`config.mk`:
```
export PLATFORM = sky130hd
export DESIGN_NAME = opdec_top
export DESIGN_NICKNAME = d
export VERILOG_FILES = /design/src/rtl/opdec_pkg.sv /design/src/rtl/opdec_grp.sv /design/src/rtl/opdec_line.sv /design/src/rtl/opdec_oreg.sv /design/src/rtl/opdec_top.sv
export SDC_FILE = /design/constraint.sdc
export NUM_CORES = 1
export LEC_CHECK = 0
export ABC_AREA = 1
export BUFFER_PORTS_ARGS = -buffer_cell sky130_fd_sc_hd__buf_2
export CAP_MARGIN = 20
export CORE_AREA = 2 2 39 41
export DETAILED_ROUTE_END_ITERATION = 6
export DIE_AREA = 0 0 41 43
export PLACE_DENSITY = 0.55
export SLEW_MARGIN = 10
export SYNTH_ARGS = -nofsm -noshare
export SYNTH_HDL_FRONTEND = slang
export SYNTH_SLANG_ARGS = --single-unit
```
`constraint.sdc`:
```
create_clock -name vclk -period 0.8
set_clock_uncertainty 0.2 [all_clocks]
set_input_delay 0.12 -clock vclk [all_inputs]
set_output_delay 0.12 -clock vclk [all_outputs]
set_load 0.02 [all_outputs]
```
`src/rtl/opdec_pkg.sv`:
```
package opdec_pkg;
  localparam int PAT_W   = 6;
  localparam int CYC_N   = 6;
  localparam int DEF_N   = 16;

  localparam logic [1:0] GRP_ANY = 2'd0;
  localparam logic [1:0] GRP_1   = 2'd1;
  localparam logic [1:0] GRP_2   = 2'd2;
  localparam logic [1:0] GRP_3   = 2'd3;
  localparam logic [2:0] CYC_ANY = 3'd7;

  typedef struct packed {
    logic [PAT_W-1:0] val;
    logic [PAT_W-1:0] care;
    logic [1:0]       grp;
    logic [2:0]       cyc;
  } line_t;

  function automatic line_t mk(logic [5:0] v, logic [5:0] c, logic [1:0] g, logic [2:0] t);
    line_t e;
    e.val = v & c; e.care = c; e.grp = g; e.cyc = t;
    return e;
  endfunction

  localparam line_t DEF_TABLE [DEF_N] = '{
    mk(6'b101000, 6'b111000, GRP_1,   3'd0),    // 0  load accumulator
    mk(6'b100000, 6'b110000, GRP_2,   CYC_ANY), // 1  X load/store
    mk(6'b101000, 6'b111000, GRP_2,   3'd0),    // 2  transfer / X load
    mk(6'b000000, 6'b000000, GRP_ANY, 3'd0),    // 3  every opcode, cycle 0
    mk(6'b000000, 6'b000000, GRP_1,   3'd0),    // 4  group 1, cycle 0
    mk(6'b000000, 6'b010000, GRP_ANY, CYC_ANY), // 5  ir[6] low
    mk(6'b100000, 6'b111000, GRP_ANY, CYC_ANY), // 6  store family
    mk(6'b000000, 6'b000000, GRP_ANY, 3'd2),    // 7  every opcode, cycle 2
    mk(6'b101010, 6'b111111, GRP_2,   3'd0),    // 8  A to X transfer
    mk(6'b101010, 6'b111111, GRP_3,   3'd0),    // 9  A to Y transfer
    mk(6'b110000, 6'b111000, GRP_1,   3'd0),    // 10 compare
    mk(6'b100001, 6'b111001, GRP_3,   CYC_ANY), // 11 store Y
    mk(6'b000100, 6'b000111, GRP_1,   3'd5),    // 12 indirect-indexed cycle 5
    mk(6'b101000, 6'b111000, GRP_1,   3'd0),    // 13 copy of line 0
    mk(6'b000000, 6'b111111, GRP_3,   3'd5),    // 14 interrupt cycle 5
    mk(6'b000010, 6'b000010, GRP_ANY, 3'd2)     // 15 absolute modes cycle 2
  };
endpackage

```
`src/rtl/opdec_grp.sv`:
```
module opdec_grp (
  input  logic [1:0] lo,
  output logic [2:0] grp   // bit k = group k+1
);
  always_comb begin
    grp[0] = lo[0];
    grp[1] = lo[1];
    grp[2] = ~lo[0] & ~lo[1];
  end
endmodule

```
`src/rtl/opdec_line.sv`:
```
module opdec_line
  import opdec_pkg::*;
#(
  parameter line_t ENTRY = '0
) (
  input  logic [PAT_W-1:0] pat,
  input  logic [2:0]       grp,
  input  logic [CYC_N-1:0] tstate,
  output logic             hit
);
  logic pat_ok, grp_ok, cyc_ok;

  assign pat_ok = ((pat ^ ENTRY.val) & ENTRY.care) == '0;

  generate
    if (ENTRY.grp == GRP_ANY) begin : g_gany
      assign grp_ok = 1'b1;
    end else begin : g_gsel
      assign grp_ok = grp[ENTRY.grp - 2'd1];
    end
    if (int'(ENTRY.cyc) >= CYC_N) begin : g_cany
      assign cyc_ok = 1'b1;
    end else begin : g_csel
      assign cyc_ok = tstate[ENTRY.cyc];
    end
  endgenerate

  assign hit = pat_ok & grp_ok & cyc_ok;
endmodule

```
`src/rtl/opdec_oreg.sv`:
```
module opdec_oreg #(
  parameter int W       = 16,
  parameter bit REG_OUT = 1'b0
) (
  input  logic         clk,
  input  logic         rst_n,
  input  logic [W-1:0] d,
  output logic [W-1:0] q
);
  logic [W-1:0] q_r;

  always_ff @(posedge clk or negedge rst_n) begin
    if (!rst_n) q_r <= '0;
    else        q_r <= d;
  end

  assign q = REG_OUT ? q_r : d;
endmodule

```
`src/rtl/opdec_top.sv`:
```
module opdec_top
  import opdec_pkg::*;
#(
  parameter int    NLINES  = DEF_N,
  parameter line_t TABLE [NLINES] = DEF_TABLE,
  parameter bit    REG_OUT = 1'b0
) (
  input  logic              clk,
  input  logic              rst_n,
  input  logic [7:0]        ir,
  input  logic [CYC_N-1:0]  tstate,
  output logic [NLINES-1:0] lines
);
  logic [2:0]        grp;
  logic [NLINES-1:0] raw;

  opdec_grp u_grp (.lo(ir[1:0]), .grp(grp));

  generate
    for (genvar i = 0; i < NLINES; i++) begin : g_line
      opdec_line #(.ENTRY(TABLE[i])) u_line (
        .pat(ir[7:2]), .grp(grp), .tstate(tstate), .hit(raw[i])
      );
    end
  endgenerate

  opdec_oreg #(.W(NLINES), .REG_OUT(REG_OUT)) u_oreg (
    .clk(clk), .rst_n(rst_n), .d(raw), .q(lines)
  );
endmodule

```
==> impl_metrics.csv, run 1 <==
group,metric,value,unit
status,status,"complete, but fails checks",
status,violations,"negative setup slack",
yosys,ys_types,9,
global_route,grt_usage,7.39,%
flow_run,maxCapViolations,0,
yosys,yosysWarnings,0,
finish,layout.cells.non_filler,83,
global_route,grt_pass1_vias,264,
detailed_routing,wl_per_cell,8.65,µm
detailed_routing,detail_route.vias_per_cell,3.80,
timing,worstMarginPinSlew,0.184,ns
worst_setup_path,crit_required,0.48,ns
floorplan,boundaryPins,32,
finish,area_growth,121,%
timing,fmax,0.984,GHz
worst_setup_path,crit_family,"simple AND/OR/NAND/NOR gates",
finish,seq_cell_count,0,
finish,seq_area,0,µm²
timing,finalCritPeriodShare,127,%
placed_design,gp_routability_congestion,0.768,
timing,relSlewSlack,87.7,%
placed_design,dp_hpwl,604,µm
timing,finalHoldViolCount,0,
finish,diodes,0,
worst_setup_path,critical_path.slowest_cell,"buf_4",
detailed_routing,drt-total-wl,718,µm
worst_setup_path,worstSetupPathType,"in2out",
placed_design,port_buffers,27,
yosys,syn_avg_cell_area,5.25,µm²
worst_setup_path,max_stage_delay,0.14,ns
yosys,syn_area,273,µm²
timing,setup_viol,12,
detailed_routing,first_iter_violations,0,
floorplan,dieHeight,43,µm
timing,rsz0062_at_grt,"yes",
timing,whs,0.272,ns
clock_network,postCtsSetupBuffers,0,
worst_setup_path,cp_max_fo,3,
power_and_ir_drop,p_leak,0.301,nW
global_route,grt.overflow.total,0,
global_route,grt_max_degree,5,
detailed_routing,num_vias,315,
worst_setup_path,end_kind,"output port",
yosys,synth_fp_nets,68,
floorplan,placeableCoreArea,1380,µm²
finish,drive_gt1_share,80.6,%
finish,nClkBuffers,0,
yosys,synthCells,52,
detailed_routing,ant_nets,0,
worst_setup_path,worstPathArrival,0.70,ns
floorplan,chipWidth,41,µm
detailed_routing,dr.pass1.iters,1,
power_and_ir_drop,vdd_drop_max,0.199,mV
floorplan,core.rowCount,14,
yosys,synth_seq_area_share,0,%
power_and_ir_drop,p_per_area,452,nW/µm²
timing,slew_viol_final,0,
finish,nets,85,
worst_setup_path,cp.buffers_inverters,2,
global_route,antenna_found_initial,0,
timing,timing.final.crit_period,1.02,ns
global_route,grt_pass1_wl,1000,µm
power_and_ir_drop,power,0.273,mW
worst_setup_path,cp-start-kind,"input pin",
floorplan,floorplan.initialDensity,19.7,%
detailed_routing,drc_errors,0,
timing,finalSetupTns,-1.87,ns
placed_design,post-place-cells,83,
floorplan,dieArea,1760,µm²
timing,fin_ws,-0.216,ns
min_path,hold_path.class,"in2out",
worst_setup_path,cp_cell_sequence,"buf_8 -> nor2_4 -> nand3_4 -> nor2_1 -> buf_4",
==> cells in the mapped netlist <==
cell	number	area, µm²
nand3_1	5	25.0
inv_2	2	7.51
nand2_1	4	15.0
nor2_2	1	6.26
inv_1	9	33.8
buf_4	16	120
nand2_2	3	18.8
nor3_1	1	5.00
nor2_1	11	41.3
==> timing repair <==
action,CTS,global route
pin swaps,8,6
endpoints found under the setup margin,14,13
endpoints found under the hold margin,0,0
gates resized for setup,40,26
hold buffers,0,0
==> path summary, 6_finish.rpt <==
kind	from	end	slack (ns)	cells past startpoint
worst max-delay path	ir[2]	lines[9]	-0.22	5
worst min-delay path	tstate[2]	lines[7]	0.27	2
==> layout make-up <==
type / count / area [µm²]
Fill cell: 140 / 781
Inverter: 11 / 68.8
Multi-Input combinational cell: 25 / 209
Tap cell: 16 / 20.0
Timing Repair Buffer: 31 / 305
==> where the power goes <==
part | internal, mW | leakage [nW] | switching (mW) | total, mW
Sequential | 0 | 0 | 0 | 0
Combinational | 0.135 | 0.301 | 0.137 | 0.273
Clock | 0 | 0 | 0 | 0
Total | 0.135 | 0.301 | 0.137 | 0.273
==> through the flow <==
stage | util (%) | setup slack (ns) | instance area, µm²
5_1_grt | 43.6 | -0.251 | 603
3_5_place_dp | 28.2 | -0.324 | 390
2_1_floorplan | - | -0.0631 | 333
6_report | 43.6 | -0.216 | 603
3_3_place_gp | 28.2 | -0.297 | 390
4_1_cts | 37.1 | -0.213 | 513
==> cells in the final DEF (no fill, tap or decap), types with 2 or more instances in the layout <==
| master | n |
|---|---|
| buf_6 | 12 |
| buf_4 | 8 |
| buf_2 | 6 |
| nor2_1 | 5 |
| nor2_4 | 5 |
| inv_2 | 4 |
| buf_8 | 4 |
| inv_1 | 3 |
| nand3_1 | 3 |
| nand2_4 | 2 |
| nand2_1 | 2 |
| nand2_2 | 2 |
| nor2_2 | 2 |
==> logic make-up after synthesis <==
| kind of cell | Yosys count | synth area share (%) |
|---|---|---|
| buffers and inverters | 27 | 59.2 |
| and+or+nand+nor | 25 | 40.8 |
==> per-layer routing <==
layer	share of wire, %	track usage (%)	up-vias	wire, µm
met5	0	0	-	0
li1	-	-	169	-
met4	0	0	0	0
met2	54	13.1	18	385
met3	9.1	0	0	65
met1	37	10.1	128	267
No activity file was read; power rests on OpenSTA's default activity.
==> inputs of run 2 (changes only) <==
--- a/config.mk
+++ b/config.mk
@@ -8,11 +8,12 @@
 export ABC_AREA = 1
 export BUFFER_PORTS_ARGS = -buffer_cell sky130_fd_sc_hd__buf_2
 export CAP_MARGIN = 20
-export CORE_AREA = 2 2 39 41
+export CORE_MARGIN = 2
+export CORE_UTILIZATION = 30
 export DETAILED_ROUTE_END_ITERATION = 6
-export DIE_AREA = 0 0 41 43
-export PLACE_DENSITY = 0.55
+export PLACE_DENSITY = 0.65
 export SLEW_MARGIN = 10
 export SYNTH_ARGS = -nofsm -noshare
 export SYNTH_HDL_FRONTEND = slang
+export SYNTH_HIERARCHICAL = 1
 export SYNTH_SLANG_ARGS = --single-unit
==> impl_metrics.csv, run 2 <==
group,metric,value,unit
min_path,hold_path_end,"lines[7]",
timing,rsz0062_at_grt,"yes",
global_route,grt.overflow.total,0,
power_and_ir_drop,p_leak,0.431,nW
clock_network,postCtsSetupBuffers,0,
clock_network,ctsHoldBuffers,0,
timing,fin_ws,-0.247,ns
detailed_routing,drc_errors,0,
yosys,synth_seq_area_share,0,%
worst_setup_path,cp_cell_sequence,"buf_6 -> nor2_4 -> nand2_1 -> inv_1 -> nand2_2 -> nor2_2 -> buf_6",
timing,fmax,0.955,GHz
status,violations,"negative setup slack",
yosys,syn_area,429,µm²
yosys,yosys.area.top_type,"buf_4",
finish,final_cell_mix,"inv_1, nand2_1, buf_6, nor2_1, buf_4",
floorplan,floorplan.initialDensity,32.6,%
detailed_routing,met3WireLength,34,µm
yosys,yosysWarnings,6,
finish,diodes,0,
power_and_ir_drop,p_per_area,457,nW/µm²
timing,worstMarginPinSlew,0.132,ns
floorplan,boundaryPins,32,
floorplan,dieArea,1750,µm²
global_route,grt_pass1_wl,1850,µm
yosys,yosysMostFrequentCell,"inv_1",
detailed_routing,top_layer,"met4",
worst_setup_path,worstPathArrival,0.73,ns
detailed_routing,detail_route.vias_per_cell,4.31,
detailed_routing,ant_nets,0,
timing,timing.final.crit_period,1.05,ns
detailed_routing,wl_met2,734,µm
detailed_routing,dr.pass1.iters,3,
finish,final_common_cell,"inv_1",
finish,nets,119,
detailed_routing,drt-total-wl,1230,µm
yosys,synth_top_area_share,35.0,%
worst_setup_path,critical_path.slowest_cell,"nor2_4",
timing,finalCritPeriodShare,131,%
min_path,hold_path.class,"in2out",
worst_setup_path,path_common_cell,"buf_6",
finish,seq_cell_count,0,
yosys,ys_top_cells_by_count,"inv_1, buf_4, nand2_1",
finish,seq_area,0,µm²
finish,nClkBuffers,0,
yosys,synthTopCellsByArea,"buf_4, inv_1, nand2_1",
detailed_routing,wl_per_cell,10.6,µm
global_route,grt_usage,12.7,%
power_and_ir_drop,vdd_drop_max,0.255,mV
timing,slew_viol_final,0,
flow_run,maxCapViolations,0,
worst_setup_path,cp-start-kind,"input pin",
global_route,antenna_found_initial,0,
placed_design,dp_hpwl,718,µm
worst_setup_path,cp_max_fo,3,
worst_setup_path,end_kind,"output port",
floorplan,dieHeight,41.8,µm
worst_setup_path,worstSetupPathType,"in2out",
timing,setup_viol,13,
placed_design,port_buffers,27,
min_path,min_path_cells,2,
worst_setup_path,max_stage_delay,0.12,ns
detailed_routing,wl_met1,451,µm
global_route,grt_pass1_vias,439,
min_path,min-delay-start,"tstate[2]",
floorplan,chipWidth,41.8,µm
placed_design,dpl_worst_slack,-0.293,ns
global_route,grt_max_degree,10,
yosys,synth_fp_nets,103,
floorplan,core.rowCount,13,
floorplan,placeableCoreArea,1320,µm²
yosys,syn_avg_cell_area,4.93,µm²
timing,relSlewSlack,91.1,%
finish,drive_gt1_share,55.4,%
worst_setup_path,crit_required,0.48,ns
yosys,synthCells,87,
finish,area_growth,79.9,%
timing,whs,0.274,ns
detailed_routing,first_iter_violations,3,
placed_design,gp_routability_congestion,0.780,
timing,finalHoldViolCount,0,
detailed_routing,num_vias,500,
yosys,ys_types,7,
status,status,"complete, but fails checks",
run 2: changes by cell type after synthesis, sizes merged:
cell,delta
nand2,+12
inv,+10
nor2,+9
buf,+4
nand3,+1
nor3,-1
run 2: power breakdown:
group,total (mW),leakage [nW],internal [mW],switching (mW)
combinational,0.353,0.431,0.185,0.168
sequential,0,0,0,0
clock,0,0,0,0
total,0.353,0.431,0.185,0.168
run 2: through the flow:
step | setup TNS (ns) | cell area (µm²) | power [mW] | utilization [%] | cells
2_1_floorplan | -0.231 | 453 | 0.146 | - | 87
3_5_place_dp | -2.95 | 483 | 0.207 | 36.7 | 114
6_report | -1.90 | 772 | 0.353 | 58.6 | 116
4_1_cts | -1.82 | 669 | 0.299 | 50.8 | 115
3_3_place_gp | -2.92 | 483 | 0.204 | 36.7 | 114
5_1_grt | -2.45 | 772 | 0.381 | 58.6 | 116
run 2: timing repair:
| action | CTS | global route |
|---|---|---|
| pin swaps | 7 | 5 |
| endpoints found under the setup margin | 15 | 14 |
| gates resized for setup | 52 | 20 |
| gates cloned | 1 | 1 |
run 2: cells by family after synthesis:
family | count (synthesis) | share of synthesized area, %
simple gates | 46 | 46.6
buf+inv | 41 | 53.4
run 2: worst max path at each step:
| stage | start | end | cells past startpoint |
|---|---|---|---|
| finish | ir[0] | lines[14] | 7 |
| global route | ir[0] | lines[14] | 7 |
| CTS | ir[1] | lines[14] | 7 |
| detailed placement | ir[0] | lines[14] | 7 |
| global placement | ir[0] | lines[9] | 7 |
| floorplan | ir[0] | lines[9] | 6 |
run 2: critical path: cells and delay by family:
family | cells | cell delay [ns]
AND/OR/NAND/NOR | 4 | 0.32
buffers and inverters | 3 | 0.28
run 2: final cells by class:
class	count	area (µm²)
inverter	21	81.3
multi-input combinational	46	283
timing repair buffer	34	389
fill	115	546
tap	15	18.8
run 2: per-layer routing:
metal,GRT usage [%],vias to the layer above
met1,14.1,230
li1,-,257
met2,27.2,11
met4,0.645,0
met5,0,-
met3,0,2
